<file path="config.mk">
export PLATFORM = sky130hd
export DESIGN_NAME = sector_dma_engine
export DESIGN_NICKNAME = d
export VERILOG_FILES = /design/src/rtl/sdma_pkg.sv /design/src/rtl/sdma_rst_sync.sv /design/src/rtl/sdma_decode.sv /design/src/rtl/sdma_ctrl.sv /design/src/rtl/sdma_port_mux.sv /design/src/rtl/sector_dma_engine.sv
export SDC_FILE = /design/constraint.sdc
export NUM_CORES = 1
export LEC_CHECK = 0
export BUFFER_PORTS_ARGS = -buffer_cell sky130_fd_sc_hd__buf_4
export CORE_MARGIN = 3
export CORE_UTILIZATION = 50
export CTS_CLUSTER_DIAMETER = 30
export CTS_CLUSTER_SIZE = 14
export DETAILED_ROUTE_END_ITERATION = 6
export PLACE_DENSITY_LB_ADDON = 0.2
export SETUP_SLACK_MARGIN = 0.05
export SLEW_MARGIN = 40
export SYNTH_ARGS = -nofsm -noshare
export SYNTH_HDL_FRONTEND = slang
export SYNTH_HIERARCHICAL = 1
export SYNTH_SLANG_ARGS = --single-unit
</file>
<file path="constraint.sdc">
create_clock -name clk -period 2.1 [get_ports clk]
set_input_delay 0.42 -clock clk [delete_from_list [all_inputs] [get_ports clk]]
set_output_delay 0.42 -clock clk [all_outputs]
set_load 0.05 [all_outputs]
</file>
<file path="src/rtl/sdma_pkg.sv">
package sdma_pkg;

  localparam int CMD_W        = 12;
  localparam int CMD_WR_BIT   = 11;
  localparam int CMD_HALF_BIT = 6;
  localparam int CMD_EXT_LSB  = 3;
  localparam int CMD_CYHI_BIT = 0;

  typedef enum logic [1:0] {
    ST_IDLE = 2'd0,
    ST_DATA = 2'd1,
    ST_PAD  = 2'd2
  } sdma_state_e;

endpackage

</file>
<file path="src/rtl/sdma_rst_sync.sv">
module sdma_rst_sync #(
  parameter int STAGES = 2
) (
  input  logic clk,
  input  logic rst_n_i,
  output logic rst_n_o
);

  logic [STAGES-1:0] sync_q;

  always_ff @(posedge clk or negedge rst_n_i) begin
    if (!rst_n_i) sync_q <= '0;
    else          sync_q <= {sync_q[STAGES-2:0], 1'b1};
  end

  assign rst_n_o = sync_q[STAGES-1];

endmodule

</file>
<file path="src/rtl/sdma_decode.sv">
module sdma_decode
  import sdma_pkg::*;
#(
  parameter int WORD_W = 12,
  parameter int EXT_W  = 3
) (
  input  logic [CMD_W-1:0]  cmd_i,
  input  logic [WORD_W-1:0] dadr_i,
  output logic              wr_o,
  output logic              half_o,
  output logic [EXT_W-1:0]  field_o,
  output logic [WORD_W:0]   sector_o
);

  // Function codes 4/5 are writes, 0/1 reads: only the top bit matters here.
  assign wr_o     = cmd_i[CMD_WR_BIT];
  assign half_o   = cmd_i[CMD_HALF_BIT];
  assign field_o  = cmd_i[CMD_EXT_LSB +: EXT_W];
  assign sector_o = {cmd_i[CMD_CYHI_BIT], dadr_i};

  logic unused_cmd_bits;
  assign unused_cmd_bits = ^{cmd_i[CMD_WR_BIT-1:CMD_HALF_BIT+1],
                             cmd_i[CMD_EXT_LSB-1:CMD_CYHI_BIT+1]};

endmodule

</file>
<file path="src/rtl/sdma_ctrl.sv">
module sdma_ctrl
  import sdma_pkg::*;
#(
  parameter int WORD_W    = 12,
  parameter int EXT_W     = 3,
  parameter int SECT_LOG2 = 8
) (
  input  logic              clk,
  input  logic              rst_n,
  input  logic              start_i,
  input  logic              dec_wr_i,
  input  logic              dec_half_i,
  input  logic [EXT_W-1:0]  dec_field_i,
  input  logic [WORD_W:0]   dec_sector_i,
  input  logic [WORD_W-1:0] madr_i,
  input  logic              drv_present_i,
  input  logic              drv_wprot_i,
  input  logic              mem_ready_i,
  input  logic              dsk_ready_i,
  output sdma_state_e       state_o,
  output logic              wr_o,
  output logic [EXT_W-1:0]  field_o,
  output logic [WORD_W-1:0] off_o,
  output logic [WORD_W:0]   sector_o,
  output logic [SECT_LOG2-1:0] idx_o,
  output logic              done_o,
  output logic              err_nrdy_o,
  output logic              err_dstat_o,
  output logic              err_wlk_o,
  output logic              ma_upd_o,
  output logic [WORD_W-1:0] ma_new_o
);

  localparam int IDX_W  = SECT_LOG2;
  localparam int FULL_N = 1 << SECT_LOG2;
  localparam int HALF_N = FULL_N / 2;

  sdma_state_e       state_q, state_d;
  logic [IDX_W-1:0]  idx_q;
  logic [WORD_W-1:0] off_q, ma_new_q;
  logic [EXT_W-1:0]  field_q;
  logic [WORD_W:0]   sector_q;
  logic              wr_q, half_q;
  logic              done_q, nrdy_q, dstat_q, wlk_q, maupd_q;
  logic              done_d, nrdy_d, dstat_d, wlk_d, maupd_d;
  logic              job_en, step_en, beat, last_data, last_pad;
  logic [WORD_W-1:0] len_in;

  assign len_in    = dec_half_i ? WORD_W'(HALF_N) : WORD_W'(FULL_N);
  assign last_data = (idx_q == (half_q ? IDX_W'(HALF_N - 1) : IDX_W'(FULL_N - 1)));
  assign last_pad  = (idx_q == IDX_W'(FULL_N - 1));

  always_comb begin
    unique case (state_q)
      ST_DATA: beat = mem_ready_i & dsk_ready_i;
      ST_PAD:  beat = dsk_ready_i;
      default: beat = 1'b0;
    endcase
  end

  // Next-state process
  always_comb begin
    state_d = state_q;
    job_en  = 1'b0;
    step_en = 1'b0;
    done_d  = 1'b0;
    nrdy_d  = 1'b0;
    dstat_d = 1'b0;
    wlk_d   = 1'b0;
    maupd_d = 1'b0;
    unique case (state_q)
      ST_IDLE: begin
        if (start_i) begin
          if (!drv_present_i) begin
            done_d  = 1'b1;
            nrdy_d  = 1'b1;
            dstat_d = 1'b1;
          end else if (dec_wr_i && drv_wprot_i) begin
            done_d = 1'b1;
            wlk_d  = 1'b1;
          end else begin
            job_en  = 1'b1;
            state_d = ST_DATA;
          end
        end
      end
      ST_DATA: begin
        if (beat) begin
          step_en = 1'b1;
          if (last_data) begin
            if (wr_q && half_q) begin
              state_d = ST_PAD;
            end else begin
              state_d = ST_IDLE;
              done_d  = 1'b1;
              maupd_d = 1'b1;
            end
          end
        end
      end
      ST_PAD: begin
        if (beat) begin
          step_en = 1'b1;
          if (last_pad) begin
            state_d = ST_IDLE;
            done_d  = 1'b1;
            maupd_d = 1'b1;
          end
        end
      end
      default: state_d = ST_IDLE;
    endcase
  end

  // Control registers
  always_ff @(posedge clk or negedge rst_n) begin
    if (!rst_n) begin
      state_q <= ST_IDLE;
      done_q  <= 1'b0;
      nrdy_q  <= 1'b0;
      dstat_q <= 1'b0;
      wlk_q   <= 1'b0;
      maupd_q <= 1'b0;
    end else begin
      state_q <= state_d;
      done_q  <= done_d;
      nrdy_q  <= nrdy_d;
      dstat_q <= dstat_d;
      wlk_q   <= wlk_d;
      maupd_q <= maupd_d;
    end
  end

  // Job registers, loaded on acceptance only
  always_ff @(posedge clk) begin
    if (job_en) begin
      wr_q     <= dec_wr_i;
      half_q   <= dec_half_i;
      field_q  <= dec_field_i;
      sector_q <= dec_sector_i;
      ma_new_q <= madr_i + len_in;
    end
  end

  // Beat counters: offset wraps inside the field by its own width
  always_ff @(posedge clk) begin
    if (job_en) begin
      idx_q <= '0;
      off_q <= madr_i;
    end else if (step_en) begin
      idx_q <= idx_q + IDX_W'(1);
      off_q <= off_q + WORD_W'(1);
    end
  end

  assign state_o     = state_q;
  assign wr_o        = wr_q;
  assign field_o     = field_q;
  assign off_o       = off_q;
  assign sector_o    = sector_q;
  assign idx_o       = idx_q;
  assign done_o      = done_q;
  assign err_nrdy_o  = nrdy_q;
  assign err_dstat_o = dstat_q;
  assign err_wlk_o   = wlk_q;
  assign ma_upd_o    = maupd_q;
  assign ma_new_o    = ma_new_q;

  p_pad_half_write_r7: assert property (@(posedge clk) disable iff (!rst_n)
    (state_q == ST_PAD) |-> (wr_q && half_q));

  p_busy_ignore_r11: assert property (@(posedge clk) disable iff (!rst_n)
    (state_q != ST_IDLE && start_i) |=> ($stable(sector_q) && $stable(field_q) && $stable(wr_q) && $stable(ma_new_q)));

  p_one_outcome_r1: assert property (@(posedge clk) disable iff (!rst_n)
    $onehot0({nrdy_q, wlk_q, maupd_q}));

endmodule

</file>
<file path="src/rtl/sdma_port_mux.sv">
module sdma_port_mux
  import sdma_pkg::*;
#(
  parameter int WORD_W    = 12,
  parameter int EXT_W     = 3,
  parameter int SECT_LOG2 = 8,
  localparam int PA_W     = EXT_W + WORD_W,
  localparam int DA_W     = 1 + WORD_W + SECT_LOG2
) (
  input  sdma_state_e          state_i,
  input  logic                 wr_i,
  input  logic [EXT_W-1:0]     field_i,
  input  logic [WORD_W-1:0]    off_i,
  input  logic [WORD_W:0]      sector_i,
  input  logic [SECT_LOG2-1:0] idx_i,
  input  logic                 mem_ready_i,
  input  logic                 dsk_ready_i,
  input  logic [WORD_W-1:0]    mem_rdata_i,
  input  logic [WORD_W-1:0]    dsk_rdata_i,
  input  logic                 dsk_eod_i,
  output logic                 mem_valid_o,
  output logic                 mem_we_o,
  output logic [PA_W-1:0]      mem_addr_o,
  output logic [WORD_W-1:0]    mem_wdata_o,
  output logic                 dsk_valid_o,
  output logic                 dsk_we_o,
  output logic [DA_W-1:0]      dsk_addr_o,
  output logic [WORD_W-1:0]    dsk_wdata_o
);

  logic in_data, in_pad;

  assign in_data = (state_i == ST_DATA);
  assign in_pad  = (state_i == ST_PAD);

  // Each valid carries the other side's ready, so a handshake on one side
  // always coincides with a handshake on the other.
  assign mem_valid_o = in_data & dsk_ready_i;
  assign dsk_valid_o = (in_data & mem_ready_i) | in_pad;

  assign mem_we_o = in_data & ~wr_i;
  assign dsk_we_o = (in_data & wr_i) | in_pad;

  assign mem_addr_o = {field_i, off_i};
  assign dsk_addr_o = {sector_i, idx_i};

  assign mem_wdata_o = (in_data && !wr_i && !dsk_eod_i) ? dsk_rdata_i : '0;
  assign dsk_wdata_o = (in_data && wr_i) ? mem_rdata_i : '0;

endmodule

</file>
<file path="src/rtl/sector_dma_engine.sv">
module sector_dma_engine
  import sdma_pkg::*;
#(
  parameter int WORD_W    = 12,
  parameter int EXT_W     = 3,
  parameter int SECT_LOG2 = 8,
  localparam int PA_W     = EXT_W + WORD_W,
  localparam int DA_W     = 1 + WORD_W + SECT_LOG2
) (
  input  logic              clk,
  input  logic              rst_n,
  input  logic              start_i,
  input  logic [CMD_W-1:0]  cmd_i,
  input  logic [WORD_W-1:0] dadr_i,
  input  logic [WORD_W-1:0] madr_i,
  input  logic              drv_present_i,
  input  logic              drv_wprot_i,
  output logic              mem_valid_o,
  input  logic              mem_ready_i,
  output logic              mem_we_o,
  output logic [PA_W-1:0]   mem_addr_o,
  output logic [WORD_W-1:0] mem_wdata_o,
  input  logic [WORD_W-1:0] mem_rdata_i,
  output logic              dsk_valid_o,
  input  logic              dsk_ready_i,
  output logic              dsk_we_o,
  output logic [DA_W-1:0]   dsk_addr_o,
  output logic [WORD_W-1:0] dsk_wdata_o,
  input  logic [WORD_W-1:0] dsk_rdata_i,
  input  logic              dsk_eod_i,
  output logic              busy_o,
  output logic              done_o,
  output logic              err_nrdy_o,
  output logic              err_dstat_o,
  output logic              err_wlk_o,
  output logic              ma_upd_o,
  output logic [WORD_W-1:0] ma_new_o
);

  logic                 rst_ns;
  logic                 dec_wr, dec_half;
  logic [EXT_W-1:0]     dec_field, job_field;
  logic [WORD_W:0]      dec_sector, job_sector;
  sdma_state_e          state;
  logic                 job_wr;
  logic [WORD_W-1:0]    job_off;
  logic [SECT_LOG2-1:0] job_idx;

  sdma_rst_sync #(.STAGES(2)) u_rst (
    .clk     (clk),
    .rst_n_i (rst_n),
    .rst_n_o (rst_ns)
  );

  sdma_decode #(.WORD_W(WORD_W), .EXT_W(EXT_W)) u_dec (
    .cmd_i    (cmd_i),
    .dadr_i   (dadr_i),
    .wr_o     (dec_wr),
    .half_o   (dec_half),
    .field_o  (dec_field),
    .sector_o (dec_sector)
  );

  sdma_ctrl #(.WORD_W(WORD_W), .EXT_W(EXT_W), .SECT_LOG2(SECT_LOG2)) u_ctrl (
    .clk           (clk),
    .rst_n         (rst_ns),
    .start_i       (start_i),
    .dec_wr_i      (dec_wr),
    .dec_half_i    (dec_half),
    .dec_field_i   (dec_field),
    .dec_sector_i  (dec_sector),
    .madr_i        (madr_i),
    .drv_present_i (drv_present_i),
    .drv_wprot_i   (drv_wprot_i),
    .mem_ready_i   (mem_ready_i),
    .dsk_ready_i   (dsk_ready_i),
    .state_o       (state),
    .wr_o          (job_wr),
    .field_o       (job_field),
    .off_o         (job_off),
    .sector_o      (job_sector),
    .idx_o         (job_idx),
    .done_o        (done_o),
    .err_nrdy_o    (err_nrdy_o),
    .err_dstat_o   (err_dstat_o),
    .err_wlk_o     (err_wlk_o),
    .ma_upd_o      (ma_upd_o),
    .ma_new_o      (ma_new_o)
  );

  sdma_port_mux #(.WORD_W(WORD_W), .EXT_W(EXT_W), .SECT_LOG2(SECT_LOG2)) u_mux (
    .state_i     (state),
    .wr_i        (job_wr),
    .field_i     (job_field),
    .off_i       (job_off),
    .sector_i    (job_sector),
    .idx_i       (job_idx),
    .mem_ready_i (mem_ready_i),
    .dsk_ready_i (dsk_ready_i),
    .mem_rdata_i (mem_rdata_i),
    .dsk_rdata_i (dsk_rdata_i),
    .dsk_eod_i   (dsk_eod_i),
    .mem_valid_o (mem_valid_o),
    .mem_we_o    (mem_we_o),
    .mem_addr_o  (mem_addr_o),
    .mem_wdata_o (mem_wdata_o),
    .dsk_valid_o (dsk_valid_o),
    .dsk_we_o    (dsk_we_o),
    .dsk_addr_o  (dsk_addr_o),
    .dsk_wdata_o (dsk_wdata_o)
  );

  assign busy_o = (state != ST_IDLE);

  p_abort_flags_r1: assert property (@(posedge clk) disable iff (!rst_ns)
    err_nrdy_o |-> (done_o && err_dstat_o && !ma_upd_o));

  p_wlk_no_update_r2: assert property (@(posedge clk) disable iff (!rst_ns)
    err_wlk_o |-> (done_o && !ma_upd_o && !err_nrdy_o));

  p_field_hold_r3: assert property (@(posedge clk) disable iff (!rst_ns)
    (busy_o && $past(busy_o)) |-> (mem_addr_o[PA_W-1 -: EXT_W] == $past(mem_addr_o[PA_W-1 -: EXT_W])));

  p_beat_pair_r9: assert property (@(posedge clk) disable iff (!rst_ns)
    (mem_valid_o && mem_ready_i) |-> (dsk_valid_o && dsk_ready_i));

  p_done_idle_r10: assert property (@(posedge clk) disable iff (!rst_ns)
    done_o |-> !busy_o);

endmodule

</file>
* Word level (Yosys, flattened, before mapping)
Cells that the tools add are included.
Storage, ports and cells: bits in registers 58, latch bits 0, memory bits (writable) 0, bits in read-only memories 0, bits of input ports 68, output and inout bits 82, logic and storage cells 85, memories 0
Operators by class: add/subtract/negate cells 3, $mul 0, divide/modulo/power cells 0, $lt $le $gt $ge 0, eq/ne operators 11, shift-type cells 0, multiplexer cells 38, bitwise gates (word level) 8, reduce and logical (&&, ||, !) cells 12
Operators by type and width (count):
- 12-bit 2-to-1 mux | 4
- 1-bit 2-to-1 mux | 20
- 2-bit 2-to-1 mux | 8
- 2-bit inequality test, second input constant | 7
- 12-bit by 1-bit adder with 12-bit output, second input constant | 1
- 12-bit adder | 1
- 9-bit 2-to-1 mux | 1
- 8-bit by 1-bit adder with 8-bit output, second input constant | 1
- 8-bit == test | 1
- 8-bit == test, second input constant | 1
- 8-bit 2-to-1 mux | 1
- 7-bit AND reduction | 1
- 2-bit case mux with 3 select lines | 1
- 1-bit bitwise AND | 5
- 1-bit logical AND | 5
- 1-bit case mux with 2 select lines | 2
- 2-bit nonzero test | 2
- 1-bit case mux with 3 select lines | 1
- 2-bit by 1-bit == test with 1-bit output, second input constant | 1
- 2-bit == test, second input constant | 1
- 1-bit logical NOT | 2
- 2-bit logical NOT | 1
- 1-bit bitwise OR | 2
- 2-bit OR reduction | 1
- 1-bit inverter | 1

* Depth between registers and ports, before layout
Gate-level depths: netlist of run 1.
depth after elaboration 6, gate-level depth with buffers 8

* By module
The synthesis of run 1 kept the hierarchy.
By module, submodules not included:
- sdma_ctrl | times used 1, cells each 185, area an instance 2396.0 um2, sequential area each 1571.5 um2
- sdma_port_mux | times used 1, cells each 70, area an instance 541.8 um2, sequential area each 0.0 um2
- sdma_decode | times used 1, cells each 18, area an instance 135.1 um2, sequential area each 0.0 um2
- sdma_rst_sync | times used 1, cells each 3, area an instance 53.8 um2, sequential area each 50.0 um2
- sector_dma_engine | times used 1, cells each 1, area an instance 6.3 um2, sequential area each 0.0 um2

* Worst setup path before layout of run 1
OpenSTA, ideal clock, no wires.
kind reg2out, start reg u_ctrl.state_q[1], in the netlist u_ctrl/state_o[1], end out dsk_valid_o, arrival 1696 ps, required time 1680 ps, path slack -16 ps, stages on the path, launching flop included 3, path through dfrtp_1 > inv_1 > o21ai_0
On the way: word-level cells in the longest chain between the ends 3, elaborated cells between the ends (all ways) 4, those cells by class 2 x eq/ne; 2 x bitwise
Ends and longest elaborated chain:
- start, declared | line sdma_ctrl.sv:38 | sdma_state_e state_q, state_d;
- start signal, assigned | line sdma_ctrl.sv:125 | state_q <= state_d;
- 2-bit by 1-bit == test with 1-bit output | line sdma_port_mux.sv:33 | assign in_data = (state_i == ST_DATA);
- 1-bit bitwise AND | line sdma_port_mux.sv:39 | assign dsk_valid_o = (in_data & mem_ready_i) | in_pad;
- 1-bit bitwise OR (*) | line sdma_port_mux.sv:39
- end, declared | line sector_dma_engine.sv:24 | output logic dsk_valid_o,
Mark *: on every way between the ends. The rest lies on a longest branch, timed or not.

* Worst setup path after layout of run 1
start reg u_ctrl.state_q[1], in the netlist u_ctrl/state_o[1], end out mem_wdata_o[10]
On the way: word-level cells in the longest chain between the ends 4
Ends and longest elaborated chain:
- 2-bit by 1-bit == test with 1-bit output | line sdma_port_mux.sv:33
- 1-bit logical AND (2 in series) | line sdma_port_mux.sv:47 | assign mem_wdata_o = (in_data && !wr_i && !dsk_eod_i) ? dsk_rdata_i : '0;
- 12-bit 2-to-1 mux | line sdma_port_mux.sv:47
- end, declared | line sector_dma_engine.sv:22 | output logic [WORD_W-1:0] mem_wdata_o,
Every way passes these cells.

==> flow_summary_export.csv, run 1 <==
group,metric,value,unit
run_status,outcome,"finished clean",
detailed_routing,vias,2294,
placement,dp_hpwl,5110,µm
clocking,clock_path_buffers,2,
logic_synthesis,ys_types,49,
pwr,intPower,2.49,mW
critical_path,path_cells,"buf_6 -> nor4b_4 -> buf_4 -> and2_2 -> buf_6",
critical_path,worstPathRequired,1.68,ns
pwr,p_sw,1.44,mW
clocking,numCtsBuffers,9,
timing,finalHoldViolations,0,
critical_path,worstPathArrival,1.62,ns
critical_path,critPathSlowestCell,"dfrtp_1",
logic_synthesis,yosysTopAreaCell,"edfxtp_1",
pwr,swShare,36.7,%
clocking,cts_tree,"yes",
clocking,htreeDepth,3,
run,maxCapViolCount,0,
detailed_routing,wirelength,6970,µm
timing,holdWs,0.0973,ns
layout,diodes,0,
pwr,clockPowerShare,24.3,%
pwr,combPwrFrac,38.9,%
timing,timing.final.crit_share,97.0,%
timing,layout_setup_ws,0.0623,ns
die,start_util,52.3,%
layout,fin_area,4350,µm²
pwr,p_leak,1.97,nW
detailed_routing,via_per_inst,4.93,
die,chipHeight,85.2,µm
pwr,power_density,905,nW/µm²
die,ios,150,
global_routing,overflow,0,
detailed_routing,drt_iter0_drc,70,
placement,gp_congestion,0.762,
layout,final_util,72.6,%
global_routing,grt_pass1_vias,2270,
timing,drv_slew,0,
placement,place_inst,440,
logic_synthesis,yosys_warnings,6,
logic_synthesis,yosysMostFrequentCell,"buf_4",
clocking,clkSinkCount,58,
timing,setup_viol,0,
critical_path,critPathKind,"reg2out",
critical_path,slowest_delay,0.40,ns
pwr,power,3.94,mW
global_routing,grt_max_degree,25,
logic_synthesis,ys_ff_latch,58,
logic_synthesis,syn_area_per_cell,11.3,µm²
critical_path,critPathMaxFanout,6,
layout,areaGrowthSynthToFinish,38.8,%
critical_path,reg2reg_to,"u_ctrl/off_o[5]",
die,die_x,85.2,µm
logic_synthesis,yosysSeqAreaShare,51.8,%
critical_path,r2r.worst_path.cells,7,
placement,pre_cts_slack,0.167,ns
critical_path,cp_common_cell,"buf_6",
global_routing,grt_first_pass_wirelength,10700,µm
die,dieArea,7250,µm²
logic_synthesis,synth_edf_count,42,
timing,rsz0062_at_grt,"true",
timing,fin_crit,2.04,ns
logic_synthesis,yosysTopAreaCellShare,40.3,%
critical_path,endpoint,"mem_wdata_o[10]",
critical_path,rr_startpoint,"u_ctrl/state_o[1]",
timing,skew,0.00637,ns
critical_path,cp_num_buf_inv,3,
clocking,cts.reportedPaths.clkPinSlew,0.06,ns
global_routing,grt_antenna_before_repair,0,
detailed_routing,route.detailed.drc,0,
critical_path,r2r_slack,0.18,ns
logic_synthesis,synth_common_cells,"buf_4 (55), edfxtp_1 (42), nor2_1 (18), nand2_1 (16), xor2_1 (13)",
critical_path,critical-path-top-delay-family,"buffers and inverters",
logic_synthesis,async_reset_ff_share,13.8,%
detailed_routing,drtAntennaViolNets,0,
critical_path,startpoint_type,"register",
clocking,clock_latency,0.32,ns
global_routing,track_usage,18.8,%
die,rows,28,
critical_path,end_kind,"primary output",
critical_path,critical_path_depth,5,
logic_synthesis,synthTopCellsByArea,"edfxtp_1 (40%), buf_4 (13%), dfrtp_1 (6.4%), dfxtp_1 (5.1%), xor2_1 (3.6%)",
detailed_routing,drtPass1Iterations,4,
placement,placed_cell_area,3900,µm²
timing,max_freq,491,MHz
layout,fin_cells,465,
hold_path,hold_path.class,"reg2async",
placement,port_buffers,143,
pwr,p_seq_share,36.8,%
die,core,5990,µm²
logic_synthesis,synth_flop_cell,"edfxtp_1",
layout,drive_above_1_share,52.3,%
timing,setup_tns,0,ns
logic_synthesis,netlist_instances,277,
clocking,cts_root_buffer,"clkbuf_8",
detailed_routing,wl_per_cell,15.0,µm
logic_synthesis,syn-num-nets,354,
logic_synthesis,synth_area,3130,µm²
critical_path,critPathLaunch,"u_ctrl/state_o[1]",
pwr,ir_drop,0.750,mV
layout,nets,462,
[logic make-up after synthesis]
logic type / share of synthesized area, %
and+or+nand+nor: 17.7
buffers and inverters: 15.3
DFF: 51.8
AOI/OAI and AO/OA: 5.07
xor gates and xnor gates: 5.87
adders and majority gates: 3.83
other: 0.120
muxes: 0.320
[per-layer routing]
metal | routed length, µm | GRT usage (%) | vias to the layer above
met5 | 0 | 0 | -
met3 | 605 | 7.48 | 4
met4 | 51 | 5.76 | 0
met1 | 2520 | 19.1 | 1077
met2 | 3790 | 35.2 | 105
li1 | - | - | 1108
[worst min path at each step]
stage                              end  slack, ns             from  cells after the start
global route          u_ctrl/err_wlk_o       0.12  u_rst/sync_q[1]                      0
finish                u_ctrl/err_wlk_o        0.1  u_rst/sync_q[1]                      0
CTS                   u_ctrl/err_wlk_o       0.10  u_rst/sync_q[1]                      0
floorplan                u_ctrl/done_o       0.07  u_rst/sync_q[1]                      0
global placement      u_ctrl/err_wlk_o        0.1  u_rst/sync_q[1]                      0
detailed placement  u_ctrl/err_dstat_o       0.10  u_rst/sync_q[1]                      0
[flip-flops by register name, indices dropped and copies added, names as in the netlist]
name / count
u_ctrl/sector_o: 13
u_ctrl/ma_new_o: 12
u_ctrl/off_o: 12
u_ctrl/idx_o: 8
u_ctrl/field_o: 3
u_ctrl/state_o: 2
u_rst/sync_q: 2
u_ctrl/done_o: 1
u_ctrl/err_dstat_o: 1
u_ctrl/err_wlk_o: 1
u_ctrl/half_q: 1
u_ctrl/ma_upd_o: 1
u_ctrl/wr_o: 1
[power by group through the flow]
stage	Clock [mW]	Sequential (mW)	Combinational [mW]
after CTS	0.985	1.45	1.45
after global placement	0	1.47	1.39
after detailed placement	0	1.47	1.41
after global routing	1.04	1.46	1.62
after floorplan	0	1.55	0.981
final	0.957	1.45	1.53
[layout make-up]
class                           instances  area, µm²
Fill cell                             430       1640
Timing Repair Buffer                  159       1360
Clock buffer                           10        128
Inverter                                6       22.5
Multi-Input combinational cell        151       1060
Sequential cell                        58       1620
Clock inverter                          6       57.6
Tap cell                               75       93.8
[timing repair]
| action | 4_1_cts | 5_1_grt |
|---|---|---|
| gates cloned | 1 | 0 |
| pin swaps | 1 | 14 |
| hold buffers | 1 | 0 |
| hold endpoints to repair | 2 | 0 |
| gates resized for setup | 21 | 42 |
| buffers inserted | 5 | 2 |
| endpoints found under the setup margin | 25 | 37 |
[placed cells by master, fill, tap and decap left out, drive strengths merged, types with 2 or more instances in the layout]
cell type,instances
a21o,2
a21oi,8
a31oi,2
and2,25
and3,9
and4,2
buf,158
clkbuf,10
clkinv,5
dfrtp,8
dfxtp,8
edfxtp,42
ha,8
inv,6
nand2,17
nand2b,2
nand3,7
nand4,5
nor2,18
o21ai,7
xnor2,8
xor2,13
(Power assumes the default switching activity.)
==> run 2: changes to the inputs <==
--- a/config.mk
+++ b/config.mk
@@ -7,7 +7,7 @@
 export LEC_CHECK = 0
 export BUFFER_PORTS_ARGS = -buffer_cell sky130_fd_sc_hd__buf_4
 export CORE_MARGIN = 3
-export CORE_UTILIZATION = 50
+export CORE_UTILIZATION = 48
 export CTS_CLUSTER_DIAMETER = 30
 export CTS_CLUSTER_SIZE = 14
 export DETAILED_ROUTE_END_ITERATION = 6
@@ -16,5 +16,4 @@
 export SLEW_MARGIN = 40
 export SYNTH_ARGS = -nofsm -noshare
 export SYNTH_HDL_FRONTEND = slang
-export SYNTH_HIERARCHICAL = 1
 export SYNTH_SLANG_ARGS = --single-unit
==> run 2 against run 1 <==
  * Fmax is 2.2% lower
  * Wire length is 12% higher
  * Sequential share of layout area is 0.17 points higher
  * Clock power is 14% higher
  * Non-clock buffer count is 5 lower
  * Die area is 8.6% lower
  * Worst setup slack worse by 0.046 ns
  * Combinational power is 52% lower
  * Critical path type unchanged
  * Critical endpoint is now mem_wdata_o[1]
==> flow_summary_export.csv, run 2 <==
group,metric,value,unit
run_status,outcome,"finished clean",
logic_synthesis,synth_xor_area_share,6.41,%
critical_path,critPathKind,"reg2out",
critical_path,startpoint_type,"register",
logic_synthesis,yosysMostFrequentCell,"edfxtp_1",
detailed_routing,route.detailed.drc,0,
critical_path,worstPathRequired,1.68,ns
layout,seq_area,1620,µm²
placement,port_buffers,143,
timing,setup_viol,0,
logic_synthesis,yosys_warnings,0,
logic_synthesis,synth_top_family_by_area,"simple AND/OR/NAND/NOR gates",
run,maxCapViolCount,0,
clocking,clock_latency,0.33,ns
timing,layout_setup_ws,0.0167,ns
placement,dp_hpwl,5460,µm
pwr,ir_drop,0.861,mV
timing,finalHoldViolations,0,
layout,final_util,81.7,%
pwr,power_density,756,nW/µm²
die,die_x,81.4,µm
clocking,cts_tree,"yes",
logic_synthesis,synth_edf_count,42,
clocking,htreeDepth,3,
pwr,power,3.28,mW
logic_synthesis,syn-num-nets,302,
placement,pre_cts_slack,-0.00326,ns
critical_path,slowest_delay,0.39,ns
global_routing,grt_antenna_before_repair,0,
critical_path,end_kind,"primary output",
layout,nets,458,
logic_synthesis,synth_area,2730,µm²
clocking,cts_root_buffer,"clkbuf_8",
timing,rsz0062_at_grt,"true",
detailed_routing,via_per_inst,5.12,
timing,fin_crit,2.08,ns
global_routing,overflow,0,
timing,holdWs,0.101,ns
critical_path,path_cells,"inv_2 -> ha_4 -> and2b_4 -> nor2b_4 -> and2_4 -> buf_8",
detailed_routing,drtPass1Iterations,4,
global_routing,grt_max_degree,30,
detailed_routing,wl_per_cell,17.2,µm
clocking,cts.reportedPaths.clkPinSlew,0.06,ns
logic_synthesis,syn_area_per_cell,12.1,µm²
global_routing,grt_first_pass_wirelength,11400,µm
logic_synthesis,synth_fa_ha_area_share,4.40,%
critical_path,critPathMaxFanout,6,
timing,max_freq,480,MHz
hold_path,hold_path.class,"reg2async",
layout,final_cell_mix,"buf_4 (139), edfxtp_1 (42), nand2_1 (22)",
die,rows,26,
detailed_routing,vias,2335,
timing,drv_slew,0,
timing,skew,0.00907,ns
clocking,numCtsBuffers,9,
logic_synthesis,synthTopCellsByArea,"edfxtp_1 (46%), dfrtp_1 (7.3%), dfxtp_1 (5.9%), xnor2_1 (4.8%), ha_1 (3.7%)",
timing,setup_tns,0,ns
global_routing,grt_pass1_vias,2320,
die,start_util,51.5,%
layout,diodes,0,
logic_synthesis,synth_common_cells,"edfxtp_1 (42), nand2_1 (22), xnor2_1 (15), and2_1 (13)",
timing,timing.final.crit_share,99.2,%
detailed_routing,drtAntennaViolNets,0,
die,ios,150,
layout,fillers,316,
detailed_routing,wirelength,7820,µm
placement,gp_congestion,0.806,
detailed_routing,drt_iter0_drc,164,
logic_synthesis,ys_ff_latch,58,
logic_synthesis,yosysTopAreaCellShare,46.2,%
logic_synthesis,synth_flop_cell,"edfxtp_1",
logic_synthesis,async_reset_ff_share,13.8,%
critical_path,critPathSlowestCell,"dfrtp_1",
layout,largest_register_ffs,13,
critical_path,worstPathArrival,1.66,ns
global_routing,track_usage,23.7,%
die,core,5300,µm²
logic_synthesis,netlist_instances,225,
logic_synthesis,synth_compound_area_share,6.92,%
layout,multiInputGateArea,1100,µm²
logic_synthesis,synthSimpleGateAreaFrac,18.8,%
layout,final_common_cell,"buf_4",
clocking,clkSinkCount,58,
logic_synthesis,yosysTopAreaCell,"edfxtp_1",
die,chipHeight,81.4,µm
layout,drive_above_1_share,51.0,%
clocking,clock_path_buffers,2,
die,dieArea,6630,µm²
pwr,p_leak,1.90,nW
layout,areaGrowthSynthToFinish,58.6,%
logic_synthesis,synth_mux_area_share,0.366,%
logic_synthesis,ys_types,45,
logic_synthesis,yosysSeqAreaShare,59.4,%
[run 2: timing repair]
action | CTS | global route
resized for setup | 32 | 5
pin swaps | 3 | 4
hold endpoints to repair | 2 | 0
gates cloned | 1 | 0
setup buffers | 3 | 1
setup endpoints to repair | 13 | 54
hold buffers | 1 | 0
[run 2: critical path, delay by kind of cell, from the launching register on]
kind / cells / cell delay [ns]
DFF: 1 / 0.39
buffers and inverters: 2 / 0.22
and+or+nand+nor: 3 / 0.61
adders and majority gates: 1 / 0.12
[run 2: final timing paths]
path                              startpoint           endpoint  slack (ns)  cells after the start
min                          u_rst.sync_q[1]   u_ctrl.err_wlk_o        0.10                      0
max reg2reg                u_ctrl.state_o[1]    u_ctrl.idx_o[3]        0.15                      9
max                        u_ctrl.state_o[1]     mem_wdata_o[1]        0.02                      6
min reg2reg                  u_rst.sync_q[1]   u_ctrl.err_wlk_o        0.10                      0
min in group clk                    cmd_i[3]  u_ctrl.field_o[0]        0.26                      1
max in group asynchronous              rst_n    u_rst.sync_q[0]        1.60                      2
[run 2: cell families (layout without fill, tap and decap cells)]
logic type | count (synthesis) | in the layout
AND/OR/NAND/NOR | 91 | 92
multiplexers | 1 | 1
buffers and inverters | 20 | 180
XOR/XNOR | 20 | 20
adder cells (fa/ha/maj) | 9 | 9
AO/OA/AOI/OAI | 25 | 25
other | 1 | 1
flip-flops | 58 | 58
[run 2: metal layers]
layer,wire (µm),part of all wire (%),global-route usage (%),vias up
met5,0,0,0,-
met4,183,2.3,11.1,0
met3,517,6.6,5.26,16
met2,4130,53,41.9,87
met1,3000,38,27.1,1120
li1,-,-,-,1112
[run 2: layout make-up]
type	count	share of cell area, %
clock inverter	6	1.88
sequential	58	37.5
timing repair buffer	154	29.4
clock buffer	10	2.95
inverter	10	0.924
multi-input combinational	148	25.4
tap	70	2.02
[run 2: per-stage QoR]
stage	cell area [µm²]	cells
after floorplan	2770	225
after global placement	3930	434
after detailed placement	3930	434
after CTS	4300	455
after global routing	4330	456
final	4330	456
[run 2: power by group]
group	internal [mW]	leakage, nW	total (mW)	switching (mW)
logic	0.280	1.24	0.729	0.449
registers	1.32	0.554	1.46	0.139
clock network	0.660	0.104	1.09	0.430
